File: src/rtl/rcg_pkg.sv
package rcg_pkg;
  parameter int unsigned BYTE_W  = 8;
  parameter int unsigned N_BYTES = 2;
  localparam int unsigned DIV_W  = BYTE_W * N_BYTES;
  localparam int unsigned CNT_W  = DIV_W + 1;
  localparam int unsigned SEL_W  = (N_BYTES > 1) ? $clog2(N_BYTES) : 1;
endpackage

File: src/rtl/rcg_div_regs.sv
module rcg_div_regs
  import rcg_pkg::*;
(
  input  logic              clk_i,
  input  logic              rst_ni,
  input  logic              wr_i,
  input  logic [SEL_W-1:0]  sel_i,
  input  logic [BYTE_W-1:0] data_i,
  output logic [DIV_W-1:0]  div_o
);
  for (genvar b = 0; b < N_BYTES; b++) begin : g_byte
    logic [BYTE_W-1:0] byte_q;
    always_ff @(posedge clk_i or negedge rst_ni) begin
      if (!rst_ni)                          byte_q <= '0;
      else if (wr_i && sel_i == SEL_W'(b))  byte_q <= data_i;
    end
    assign div_o[b*BYTE_W +: BYTE_W] = byte_q;
  end
endmodule

File: src/rtl/rcg_counter.sv
module rcg_counter
  import rcg_pkg::*;
(
  input  logic             clk_i,
  input  logic             rst_ni,
  input  logic             en_i,
  input  logic [DIV_W-1:0] div_i,
  output logic [CNT_W-1:0] cnt_o,
  output logic             wrap_o
);
  logic [CNT_W-1:0] cnt_q;
  logic [CNT_W-1:0] reload;

  // one extra count state gives div+2 edges per half-period
  assign reload = CNT_W'(div_i) + CNT_W'(1);

  always_ff @(posedge clk_i or negedge rst_ni) begin
    if (!rst_ni)           cnt_q <= CNT_W'(1);
    else if (!en_i)        cnt_q <= reload;
    else if (cnt_q == '0)  cnt_q <= reload;
    else                   cnt_q <= cnt_q - CNT_W'(1);
  end

  assign cnt_o  = cnt_q;
  assign wrap_o = en_i && (cnt_q == '0);
endmodule

File: src/rtl/rcg_toggle.sv
module rcg_toggle (
  input  logic clk_i,
  input  logic rst_ni,
  input  logic en_i,
  input  logic wrap_i,
  output logic out_o,
  output logic tick_o
);
  logic out_q, tick_q;

  always_ff @(posedge clk_i or negedge rst_ni) begin
    if (!rst_ni) begin
      out_q  <= 1'b0;
      tick_q <= 1'b0;
    end else if (!en_i) begin
      out_q  <= 1'b0;
      tick_q <= 1'b0;
    end else begin
      out_q  <= out_q ^ wrap_i;
      tick_q <= wrap_i;
    end
  end

  assign out_o  = out_q;
  assign tick_o = tick_q;
endmodule

File: src/rtl/rate_clock_gen.sv
module rate_clock_gen
  import rcg_pkg::*;
(
  input  logic              clk_i,
  input  logic              rst_ni,
  input  logic              en_i,
  input  logic              wr_i,
  input  logic              wr_hi_i,
  input  logic [BYTE_W-1:0] wr_data_i,
  output logic              rate_o,
  output logic              tick_o
);
  logic [DIV_W-1:0] div_w;
  logic [CNT_W-1:0] cnt_w;
  logic             wrap_w;
  logic [SEL_W-1:0] sel_w;

  assign sel_w = SEL_W'(wr_hi_i);

  rcg_div_regs u_regs (
    .clk_i  (clk_i),
    .rst_ni (rst_ni),
    .wr_i   (wr_i),
    .sel_i  (sel_w),
    .data_i (wr_data_i),
    .div_o  (div_w)
  );

  rcg_counter u_cnt (
    .clk_i  (clk_i),
    .rst_ni (rst_ni),
    .en_i   (en_i),
    .div_i  (div_w),
    .cnt_o  (cnt_w),
    .wrap_o (wrap_w)
  );

  rcg_toggle u_tgl (
    .clk_i  (clk_i),
    .rst_ni (rst_ni),
    .en_i   (en_i),
    .wrap_i (wrap_w),
    .out_o  (rate_o),
    .tick_o (tick_o)
  );
endmodule

File: config.mk
export PLATFORM = sky130hd
export DESIGN_NAME = rate_clock_gen
export DESIGN_NICKNAME = d
export VERILOG_FILES = /design/src/rtl/rcg_pkg.sv /design/src/rtl/rcg_div_regs.sv /design/src/rtl/rcg_counter.sv /design/src/rtl/rcg_toggle.sv /design/src/rtl/rate_clock_gen.sv
export SDC_FILE = /design/constraint.sdc
export NUM_CORES = 1
export LEC_CHECK = 0
export ABC_AREA = 0
export BUFFER_PORTS_ARGS = -buffer_cell sky130_fd_sc_hd__buf_2
export CAP_MARGIN = 20
export CORE_MARGIN = 8
export CORE_UTILIZATION = 40
export CTS_BUF_LIST = sky130_fd_sc_hd__clkbuf_2
export DETAILED_ROUTE_END_ITERATION = 6
export MAX_ROUTING_LAYER = met4
export PLACE_DENSITY_LB_ADDON = 0.08
export SLEW_MARGIN = 20
export SYNTH_ARGS = -nofsm -noshare
export SYNTH_HDL_FRONTEND = slang
export SYNTH_HIERARCHICAL = 1
export SYNTH_SLANG_ARGS = --single-unit
export TNS_END_PERCENT = 5
File: constraint.sdc
create_clock -name clk_i -period 3 [get_ports clk_i]
set_clock_uncertainty 0.2 [all_clocks]
set_input_delay 0.3 -clock clk_i [delete_from_list [all_inputs] [get_ports clk_i]]
set_output_delay 0.3 -clock clk_i [all_outputs]
set_load 0.05 [all_outputs]
==> results.py <==
metrics = {
    "worst_setup_path": {
        "reg2reg_depth": 5,
        "cp.arrival_ns": 2.60,
        "critPathCaptureType": "register",
        "startpoint_type": "register",
        "r2r-end": "u_cnt/cnt_o[11]",
        "critical_path_class": "register to register",
        "required_ns": 3.10,
        "path_max_fanout": 21,
        "reg2reg_from": "u_cnt/cnt_o[5]",
        "reg2reg_slack_ns": 0.50,
    },
    "cts": {
        "cts-buffers-inserted": 5,
        "clock_latency_ns": 0.36,
        "htreeDepth": 2,
        "cts_root_buf": "clkbuf_2",
        "cts.clk_slew.worst_paths_ns": 0.18,
        "cts_tree": "yes",
        "post_cts_resized": 0,
        "post_cts_buffers": 0,
        "cts.sinks": 35,
        "cts_max_path_buffers": 2,
    },
    "synth": {
        "yosys_most_used_dff": "dfrtp_1",
        "yosys_warnings": 6,
        "syn_area_um2": 1940,
        "synth_area_per_cell_um2": 11.0,
        "synth.net_count": 192,
        "synthTopCellsByArea": "dfrtp_1 (44%), xor2_1 (7.7%), mux2_4 (7.0%)",
        "ys_seq_area_share_pct": 45.3,
        "synth-seq-cells": 35,
        "synth-async-reset-ratio_pct": 100,
        "syn-instance-count": 176,
        "synthTopCellsByCount": "dfrtp_1 (34), nand2_1 (17), xor2_1 (17)",
        "synth.most_common_cell": "dfrtp_1",
        "synth-edff-count": 0,
        "synth.distinct_cells": 32,
        "synth_top_area_share_pct": 44.0,
        "synth_top_area_cell": "dfrtp_1",
    },
    "flow_run": {
        "maxCapViolCount": 0,
    },
    "pwr": {
        "sw_frac_of_total_pct": 33.3,
        "switching_power_uw": 387,
        "power.share.clock_pct": 17.9,
        "seqPwrFrac_pct": 56.4,
        "comb_power_share_pct": 25.7,
        "max-vdd-ir-drop_uv": 255,
        "internal_power_uw": 773,
        "p_per_area_nw_per_um2": 523,
        "power.leakage_uw": 0.000943,
    },
    "die": {
        "core_region_area_um2": 4690,
        "row_count": 25,
        "die_width_um": 85.6,
        "ioPinCount": 15,
        "die_h_um": 85.6,
        "initial_core_util_pct": 41.3,
        "dieArea_um2": 7320,
    },
    "global_routing": {
        "grt_max_degree": 36,
        "antenna_found_initial": 0,
        "grt_pass1_vias": 1404,
        "gr-usage-all-layers_pct": 12.0,
        "grt_first_pass_wirelength_mm": 6.76,
        "grt-ovfl-total": 0,
    },
    "detailed_routing": {
        "final_antenna_net_count": 0,
        "dr_total_vias": 1357,
        "vias_per_cell": 5.18,
        "routed_wl_mm": 3.89,
        "drcViolationCount": 0,
        "wl_per_cell_um": 14.9,
        "drt_iter0_drc": 93,
        "drt-pass1-iter-count": 6,
    },
    "finish": {
        "area_growth_pct": 14.5,
        "multi_input_area_um2": 1010,
        "final_nets": 223,
        "antenna_cells": 0,
        "drive_gt1_share_pct": 24.5,
        "seq_area_um2": 877,
        "fillCellCount": 443,
        "fin_area_um2": 2220,
    },
    "sta": {
        "layout_min_cycle_time_ns": 2.50,
        "slew_viol_final": 0,
        "worst_pin_slew_ns": 0.780,
        "final.setup.tns_ns": 0,
        "rsz0062_at_grt": "false",
        "setup_violations": 0,
        "finalCritPeriodShare_pct": 83.4,
        "max-slew-margin-rel_pct": 48.0,
        "fmax_ghz": 0.400,
        "hold_viol": 0,
    },
    "place": {
        "dp_hpwl_mm": 2.85,
        "place_area_um2": 2080,
        "io_buffers": 14,
        "place.gp.congestion": 0.760,
    },
    "hold_path": {
        "hold_depth": 3,
        "holdPathEnd": "u_regs/g_byte[0].byte_q[0]",
        "hold_class": "input port to register",
        "worstHoldStart": "wr_hi_i",
    },
    "status": {
        "status": "finished, final reports clean",
    },
}
==> power groups by stage <==
stage                     Sequential (uW)  Combinational, uW  Clock [uW]
final                                 654                298         207
after global routing                  669                333         250
after CTS                             654                300         222
after detailed placement              663                287           0
after global placement                660                279           0
after floorplan                       638                221           0
==> layer usage <==
metal	vias to the layer above	part of all wire, %	GRT usage, %
li1	679	-	-
met3	2	2.9	3.63
met1	652	49	14.8
met4	0	0.49	3.34
met5	-	0	-
met2	24	48	18.6
==> worst max path at each step <==
stage	endpoint	from
2_1_floorplan	u_cnt/cnt_o[3]	u_cnt/cnt_o[5]
3_3_place_gp	u_cnt/cnt_o[13]	u_cnt/cnt_o[5]
3_5_place_dp	u_cnt/cnt_o[13]	u_cnt/cnt_o[5]
4_1_cts	u_cnt/cnt_o[13]	u_cnt/cnt_o[5]
5_1_grt	u_cnt/cnt_o[11]	u_cnt/cnt_o[5]
6_report	u_cnt/cnt_o[11]	u_cnt/cnt_o[5]
==> flip-flops by register name, indices dropped and copies added (netlist names) <==
signal	cells
u_cnt/cnt_o	17
u_regs/g_byte.byte_q	16
u_tgl/out_o	1
u_tgl/tick_o	1
==> cell type report <==
type	count	area share, %
multi-input combinational	134	45.6
sequential	35	39.6
tap	54	3.05
inverter	3	0.508
clock inverter	2	0.339
timing repair buffer	28	9.60
clock buffer	6	1.36
==> metrics by stage <==
step	hold slack (ns)	setup slack [ns]	util, %	total power (uW)	instances
2_1_floorplan	-0.196	0.578	-	859	176
3_3_place_gp	0.216	0.581	44.3	939	244
3_5_place_dp	0.229	0.531	44.3	950	244
4_1_cts	0.148	0.493	47.2	1180	262
5_1_grt	0.118	0.381	47.2	1250	262
6_report	0.179	0.498	47.2	1160	262
==> critical path, stage by stage, from the launching register on <==
cell     delay [ns]
dfrtp_1        0.44
or3_4          0.42
or4_4          0.47
o31ai_4        0.49
buf_12         0.22
mux2i_1        0.19
==> cell usage in the layout (no fill, tap or decap) <==
cell / instances
dfrtp_1: 34
xor2_1: 17
nand2_1: 17
buf_2: 14
nor2_1: 14
xnor2_1: 12
dlygate4sd3_1: 10
nand3_1: 10
mux2_4: 9
mux2_2: 8
nor4_1: 7
o21ai_0: 7
clkbuf_2: 6
mux2i_1: 5
nand4_1: 4
nor3_1: 4
inv_1: 3
ha_1: 3
buf_4: 3
clkinv_1: 2
nor3b_1: 2
a21oi_2: 2
a21oi_1: 2
or3_4: 1
or4_1: 1
and4_1: 1
or4_4: 1
or2b_2: 1
o31ai_4: 1
o31ai_1: 1
dfstp_2: 1
buf_12: 1
nor2b_4: 1
nand2_2: 1
and2_1: 1
and2_2: 1
==> timing repair <==
action	4_1_cts	5_1_grt
endpoints found under the setup margin	0	0
hold buffers	10	0
hold endpoints to repair	53	0
==> logic make-up (layout without fill, tap and decap cells) <==
group,after synthesis,in the layout,share of synthesized area (%)
muxes,22,22,14.2
adders and majority gates,3,3,1.94
AOI/OAI and AO/OA,13,13,4.72
buffers and inverters,7,39,2.52
and+or+nand+nor,67,67,18.2
xor gates and xnor gates,29,29,13.1
DFF,35,35,45.3
No activity file was read; power rests on OpenSTA's default activity.
